## src/rtl/boot_irq_pkg.sv

```systemverilog
package boot_irq_pkg;
  typedef enum logic [1:0] {
    CORE_RUN  = 2'd0,
    CORE_WAIT = 2'd1,
    CORE_STOP = 2'd2,
    CORE_RSVD = 2'd3
  } coreState_e;

  // strobes from control to datapath
  typedef struct packed {
    logic captureMode;  // internal reset releases this edge
    logic pendSet;      // falling edge seen in edge mode
    logic pendClr;      // acknowledge or level mode
    logic levelActive;  // synchronized pin is low
    logic useEdge;      // edge mode selected
  } irqStrobes_t;
endpackage

```

## src/rtl/boot_irq_ctrl.sv

```systemverilog
module boot_irq_ctrl
  import boot_irq_pkg::*;
#(
  parameter int SYNC_STAGES = 2
) (
  input  logic        clk,
  input  logic        extRstN,
  input  logic        irqPinRaw,
  input  logic        cfgEdge,
  input  logic        irqAck,
  output logic        sysRstN,
  output irqStrobes_t strobes
);
  localparam int TOP = SYNC_STAGES - 1;

  logic [TOP:0] rstChain;
  logic [TOP:0] irqChain;
  logic         irqPrev;
  logic         irqSync;

  // reset release synchronizer, asynchronous assertion
  always_ff @(posedge clk or negedge extRstN) begin
    if (!extRstN) rstChain <= '0;
    else          rstChain <= {rstChain[TOP-1:0], 1'b1};
  end
  assign sysRstN = rstChain[TOP];

  // interrupt pin synchronizer, idle level is high
  always_ff @(posedge clk or negedge sysRstN) begin
    if (!sysRstN) begin
      irqChain <= '1;
      irqPrev  <= 1'b1;
    end else begin
      irqChain <= {irqChain[TOP-1:0], irqPinRaw};
      irqPrev  <= irqSync;
    end
  end
  assign irqSync = irqChain[TOP];

  always_comb begin
    strobes.captureMode = rstChain[TOP-1] & ~rstChain[TOP];
    strobes.pendSet     = cfgEdge & irqPrev & ~irqSync;
    strobes.pendClr     = irqAck | ~cfgEdge;
    strobes.levelActive = ~irqSync;
    strobes.useEdge     = cfgEdge;
  end

  // internal release only follows an already released raw reset
  p_release_after_raw_r2: assert property (@(posedge clk) disable iff (!extRstN)
    $rose(sysRstN) |-> $past(extRstN));
endmodule

```

## src/rtl/boot_irq_dp.sv

```systemverilog
module boot_irq_dp
  import boot_irq_pkg::*;
#(
  parameter int MODE_W = 4
) (
  input  logic              clk,
  input  logic              extRstN,
  input  logic              sysRstN,
  input  logic [MODE_W-1:0] modePins,
  input  irqStrobes_t       strobes,
  input  logic              irqEn,
  input  logic [1:0]        coreState,
  input  logic              irqAck,
  output logic [MODE_W-1:0] opMode,
  output logic              irqReq,
  output logic              wakeOut
);
  logic pending;
  logic idleState;

  always_ff @(posedge clk or negedge extRstN) begin
    if (!extRstN)                opMode <= '0;
    else if (strobes.captureMode) opMode <= modePins;
  end

  always_ff @(posedge clk or negedge sysRstN) begin
    if (!sysRstN)              pending <= 1'b0;
    else if (strobes.pendSet)  pending <= 1'b1;
    else if (strobes.pendClr)  pending <= 1'b0;
  end

  always_comb begin
    idleState = (coreState == CORE_WAIT) || (coreState == CORE_STOP);
    irqReq    = sysRstN & irqEn & (strobes.useEdge ? pending : strobes.levelActive);
    wakeOut   = irqReq & idleState;
  end

  p_mode_hold_r3: assert property (@(posedge clk) disable iff (!extRstN)
    sysRstN && $past(sysRstN) |-> $stable(opMode));
  p_edge_sets_r4: assert property (@(posedge clk) disable iff (!sysRstN)
    strobes.pendSet |=> pending);
  p_ack_clears_r5: assert property (@(posedge clk) disable iff (!sysRstN)
    irqAck && !strobes.pendSet |=> !pending);
  p_mask_r7: assert property (@(posedge clk) disable iff (!sysRstN)
    !irqEn |-> !irqReq);
  p_no_wake_run_r8: assert property (@(posedge clk) disable iff (!sysRstN)
    (coreState == CORE_RUN) |-> !wakeOut);
endmodule

```

## src/rtl/boot_irq_unit.sv

```systemverilog
module boot_irq_unit
  import boot_irq_pkg::*;
#(
  parameter int MODE_W      = 4,
  parameter int IRQ_PIN     = 3,
  parameter int SYNC_STAGES = 2
) (
  input  logic              clk,
  input  logic              extRstN,
  input  logic [MODE_W-1:0] modePins,
  input  logic              cfgEdge,
  input  logic              irqEn,
  input  logic              irqAck,
  input  logic [1:0]        coreState,
  output logic              sysRstN,
  output logic [MODE_W-1:0] opMode,
  output logic              irqReq,
  output logic              wakeOut
);
  irqStrobes_t strobes;

  boot_irq_ctrl #(.SYNC_STAGES(SYNC_STAGES)) uCtrl (
    .clk(clk), .extRstN(extRstN), .irqPinRaw(modePins[IRQ_PIN]),
    .cfgEdge(cfgEdge), .irqAck(irqAck), .sysRstN(sysRstN), .strobes(strobes)
  );

  boot_irq_dp #(.MODE_W(MODE_W)) uDp (
    .clk(clk), .extRstN(extRstN), .sysRstN(sysRstN), .modePins(modePins),
    .strobes(strobes), .irqEn(irqEn), .coreState(coreState), .irqAck(irqAck),
    .opMode(opMode), .irqReq(irqReq), .wakeOut(wakeOut)
  );
endmodule

```

## config.mk

```make
export PLATFORM = sky130hd
export DESIGN_NAME = boot_irq_unit
export DESIGN_NICKNAME = d
export VERILOG_FILES = /design/src/rtl/boot_irq_pkg.sv /design/src/rtl/boot_irq_ctrl.sv /design/src/rtl/boot_irq_dp.sv /design/src/rtl/boot_irq_unit.sv
export SDC_FILE = /design/constraint.sdc
export NUM_CORES = 1
export LEC_CHECK = 0
export ABC_AREA = 1
export CORE_MARGIN = 2
export CORE_UTILIZATION = 25
export CTS_BUF_LIST = sky130_fd_sc_hd__clkbuf_8
export DETAILED_ROUTE_END_ITERATION = 16
export HOLD_SLACK_MARGIN = 0.05
export PLACE_DENSITY = 0.52
export SYNTH_ARGS = -nofsm -noshare
export SYNTH_HDL_FRONTEND = slang
export SYNTH_SLANG_ARGS = --single-unit
```

## constraint.sdc

```tcl
create_clock -name clk -period 0.8 [get_ports clk]
set_input_delay 0.16 -clock clk [delete_from_list [all_inputs] [get_ports clk]]
set_output_delay 0.16 -clock clk [all_outputs]
set_load 0.05 [all_outputs]
```

==> insert_results.sql, run 1 <==
INSERT INTO impl_metrics (metric_group, metric, value, unit) VALUES
('final_layout', 'num-nets-final', '81', ''),
('floorplanning', 'die_width', '43.3', 'µm'),
('clock_tree', 'cts_num_sinks', '10', ''),
('timing', 'maxSlewViolCount', '0', ''),
('logic_synthesis', 'ys_warn_count', '0', ''),
('logic_synthesis', 'ys_seq_elements', '10', ''),
('detailed_routing', 'routed-wl-met3', '85', 'µm'),
('placed_design', 'buffer_ports.inserted', '17', ''),
('grt', 'grt_remaining_overflow', '0', ''),
('grt', 'grt_start_max_net_pins', '7', ''),
('placed_design', 'placer_congestion_estimate', '0.676', ''),
('detailed_routing', 'route.detailed.drc', '0', ''),
('critical_path', 'cell_chain_of_the_critical_path', 'nand2_2, nand3_4, clkinvlp_4, buf_12', ''),
('detailed_routing', 'wirelength_met1', '345', 'µm'),
('critical_path', 'critical_path.max_stage_delay', '0.53', 'ns'),
('timing', 'layout_setup_ws', '-0.512', 'ns'),
('power_and_ir_drop', 'power_per_cell_area', '2000', 'mW/mm²'),
('critical_path', 'cp.arrival', '1.15', 'ns'),
('detailed_routing', 'routed_wire_length_per_instance', '9.54', 'µm'),
('timing', 'rsz0062_at_grt', 'true', ''),
('detailed_routing', 'drt_pre_antenna_iters', '3', ''),
('power_and_ir_drop', 'combinational_fraction_of_design_power', '26.9', '%'),
('clock_tree', 'cts_made_buffers', '3', ''),
('final_layout', 'flow.area_growth_from_synthesis', '113', '%'),
('critical_path', 'critical_path.startpoint_type', 'flip-flop', ''),
('timing', 'timing.clock.skew', '0.000369', 'ns'),
('hold_path', 'hold_class', 'input port to asynchronous set/reset pin', ''),
('power_and_ir_drop', 'p_sw', '0.426', 'mW'),
('grt', 'gr-usage-all-layers', '10.4', '%'),
('detailed_routing', 'via_density_per_instance', '4.02', ''),
('timing', 'fmax', '0.762', 'GHz'),
('timing', 'hold_violations', '0', ''),
('final_layout', 'layout_commonest_cell', 'nand2_1', ''),
('run_status', 'violations', 'negative setup slack', ''),
('power_and_ir_drop', 'internal-power', '1.22', 'mW'),
('grt', 'grt_antenna_before_repair', '0', ''),
('logic_synthesis', 'yosysUniqueCellTypes', '12', ''),
('power_and_ir_drop', 'power.share.sequential', '36.1', '%'),
('critical_path', 'worstPathMaxFanout', '2', ''),
('floorplanning', 'rows', '14', ''),
('placed_design', 'post-dp-hpwl', '596', 'µm'),
('clock_tree', 'clockBufferDepth', '2', ''),
('critical_path', 'required_time_of_the_worst_setup_path', '0.64', 'ns'),
('detailed_routing', 'maxUsedRoutingLayer', 'met3', ''),
('final_layout', 'layout.cells.most_common_list', 'nand2_1, clkdlybuf4s50_1, buf_12, buf_4, dfrtp_1', ''),
('timing', 'setup_viol', '12', ''),
('power_and_ir_drop', 'peakVddDrop', '1230', 'µV'),
('clock_tree', 'cts_tree', 'yes', ''),
('final_layout', 'fill_cell_instance_count_of_the_final_layout', '137', ''),
('critical_path', 'path_class', 'flip-flop to output pin', ''),
('final_layout', 'antenna_cells_inserted', '0', ''),
('logic_synthesis', 'synth.top_cells.by_area', 'dfrtp_1, dfstp_2, nand2_1', ''),
('floorplanning', 'core_area', '0.00147', 'mm²'),
('logic_synthesis', 'synth.largest_area_cell', 'dfrtp_1', ''),
('detailed_routing', 'drt_iter0_drc', '8', ''),
('grt', 'global_route_wire_length_before_repair', '1.40', 'mm'),
('flow_run', 'max_cap_viol_count', '0', ''),
('power_and_ir_drop', 'power.static_leakage', '0.386', 'nW'),
('run_status', 'run_status', 'finished with violations', ''),
('floorplanning', 'die-area', '0.00188', 'mm²'),
('floorplanning', 'design.portCount', '18', ''),
('logic_synthesis', 'netlist.area_leader.share', '45.3', '%'),
('clock_tree', 'clock_transition_at_the_registers_of_the_reported_paths', '0.05', 'ns'),
('floorplanning', 'die-height', '43.3', 'µm'),
('grt', 'number_of_global_route_vias_before_repair', '358', ''),
('floorplanning', 'initial_core_util', '26.3', '%'),
('clock_tree', 'cts-htree-levels', '1', ''),
('critical_path', 'worstSetupEndpointType', 'output pin', ''),
('logic_synthesis', 'syn_avg_cell_area', '9.91', 'µm²'),
('logic_synthesis', 'syn-num-nets', '50', ''),
('detailed_routing', 'dr_wl_met2', '381', 'µm');
-- cells in the mapped netlist --
| library cell | count |
|---|---|
| nand2_1 | 13 |
| dfrtp_1 | 7 |
| inv_1 | 5 |
| nand3_1 | 4 |
| dfstp_2 | 3 |
| conb_1 | 1 |
| inv_2 | 1 |
| nand2_2 | 1 |
| nand3_2 | 1 |
| nor2_2 | 1 |
| o22ai_1 | 1 |
| xnor2_1 | 1 |
-- registers in the layout (all words and copies together) (netlist names) --
register        flops
uDp.pending         1
uCtrl.irqChain      2
uCtrl.irqPrev       1
uCtrl.rstChain      2
uDp.opMode          4
-- worst max-delay path: cells and delay by family, from the launching register on --
family | cells | cell delay [ns]
buffers and inverters | 2 | 0.25
DFF | 1 | 0.53
and+or+nand+nor | 2 | 0.14
-- layer usage --
| metal | GRT usage [%] | vias up |
|---|---|---|
| li1 | - | 177 |
| met1 | 12.8 | 149 |
| met2 | 15.2 | 16 |
| met3 | 5.96 | 0 |
| met4 | 3.64 | 0 |
| met5 | 0 | - |
-- logic make-up (layout without fill, tap and decap cells) --
group / Yosys count / after routing / share of synthesized area [%]
compound gates: 1 / 1 / 1.62
xor+xnor: 1 / 1 / 2.27
buf+inv: 6 / 36 / 5.82
flops: 10 / 10 / 65.7
other cells: 1 / 1 / 0.970
simple gates: 20 / 20 / 23.6
-- final timing paths --
| kind | slack [ns] | cells past startpoint | startpoint | to |
|---|---|---|---|---|
| max | -0.51 | 4 | uCtrl.irqChain[1]$_DFF_PN1_ | irqReq |
| min | 0.16 | 1 | extRstN | uDp.opMode[3]$_DFFE_PN0P_ |
| max reg2reg | -0.11 | 5 | uCtrl.rstChain[1]$_DFF_PN0_ | uDp.opMode[1]$_DFFE_PN0P_ |
| min reg2reg | 0.17 | 1 | uCtrl.rstChain[1]$_DFF_PN0_ | uDp.pending$_DFFE_PN0P_ |
| max in group asynchronous | 0.41 | 1 | extRstN | uCtrl.rstChain[1]$_DFF_PN0_ |
| min in group clk | 0.35 | 0 | uCtrl.irqChain[0]$_DFF_PN1_ | uCtrl.irqChain[1]$_DFF_PN1_ |
-- power groups by stage --
| stage | Sequential, mW | Clock [mW] | Combinational, mW |
|---|---|---|---|
| floorplan | 0.687 | 0 | 0.0698 |
| CTS | 0.594 | 0.627 | 0.418 |
| global route | 0.601 | 0.652 | 0.472 |
| finish | 0.595 | 0.609 | 0.443 |
| global placement | 0.600 | 0 | 0.402 |
| detailed placement | 0.600 | 0 | 0.403 |
-- layout make-up --
cell class / count / area (µm²) / share of cell area (%)
multi-input combinational: 23 / 146 / 17.8
clock buffer: 4 / 55.1 / 6.69
inverter: 6 / 28.8 / 3.50
tap: 16 / 20.0 / 2.43
timing repair buffer: 26 / 318 / 38.6
sequential: 10 / 255 / 31.0
-- metrics by stage --
step / std cells / setup WS [ns] / cell area, µm² / utilization [%] / power, mW
finish: 85 / -0.512 / 823 / 56.0 / 1.65
global route: 85 / -0.563 / 823 / 56.0 / 1.73
detailed placement: 78 / -0.517 / 702 / 47.7 / 1.00
floorplan: 39 / -0.447 / 397 / - / 0.757
CTS: 83 / -0.523 / 785 / 53.3 / 1.64
global placement: 78 / -0.503 / 702 / 47.7 / 1.00
-- timing repair --
item                       4_1_cts  5_1_grt
hold buffers                     0        0
setup endpoints to repair       12       12
resized for setup                7        6
hold endpoints to repair         0        0
buffers inserted                 1        3
pin swaps                        2        2
Note: power is estimated with default switching activity, not from simulation.
==> run 2: changes to the inputs <==
--- a/config.mk
+++ b/config.mk
@@ -9,6 +9,7 @@
 export CORE_MARGIN = 2
 export CORE_UTILIZATION = 25
 export CTS_BUF_LIST = sky130_fd_sc_hd__clkbuf_8
+export CTS_CLUSTER_DIAMETER = 50
 export DETAILED_ROUTE_END_ITERATION = 16
 export HOLD_SLACK_MARGIN = 0.05
 export PLACE_DENSITY = 0.52
==> results of run 2 <==
The final DEF is identical to that of run 1; final timing and power are the same.
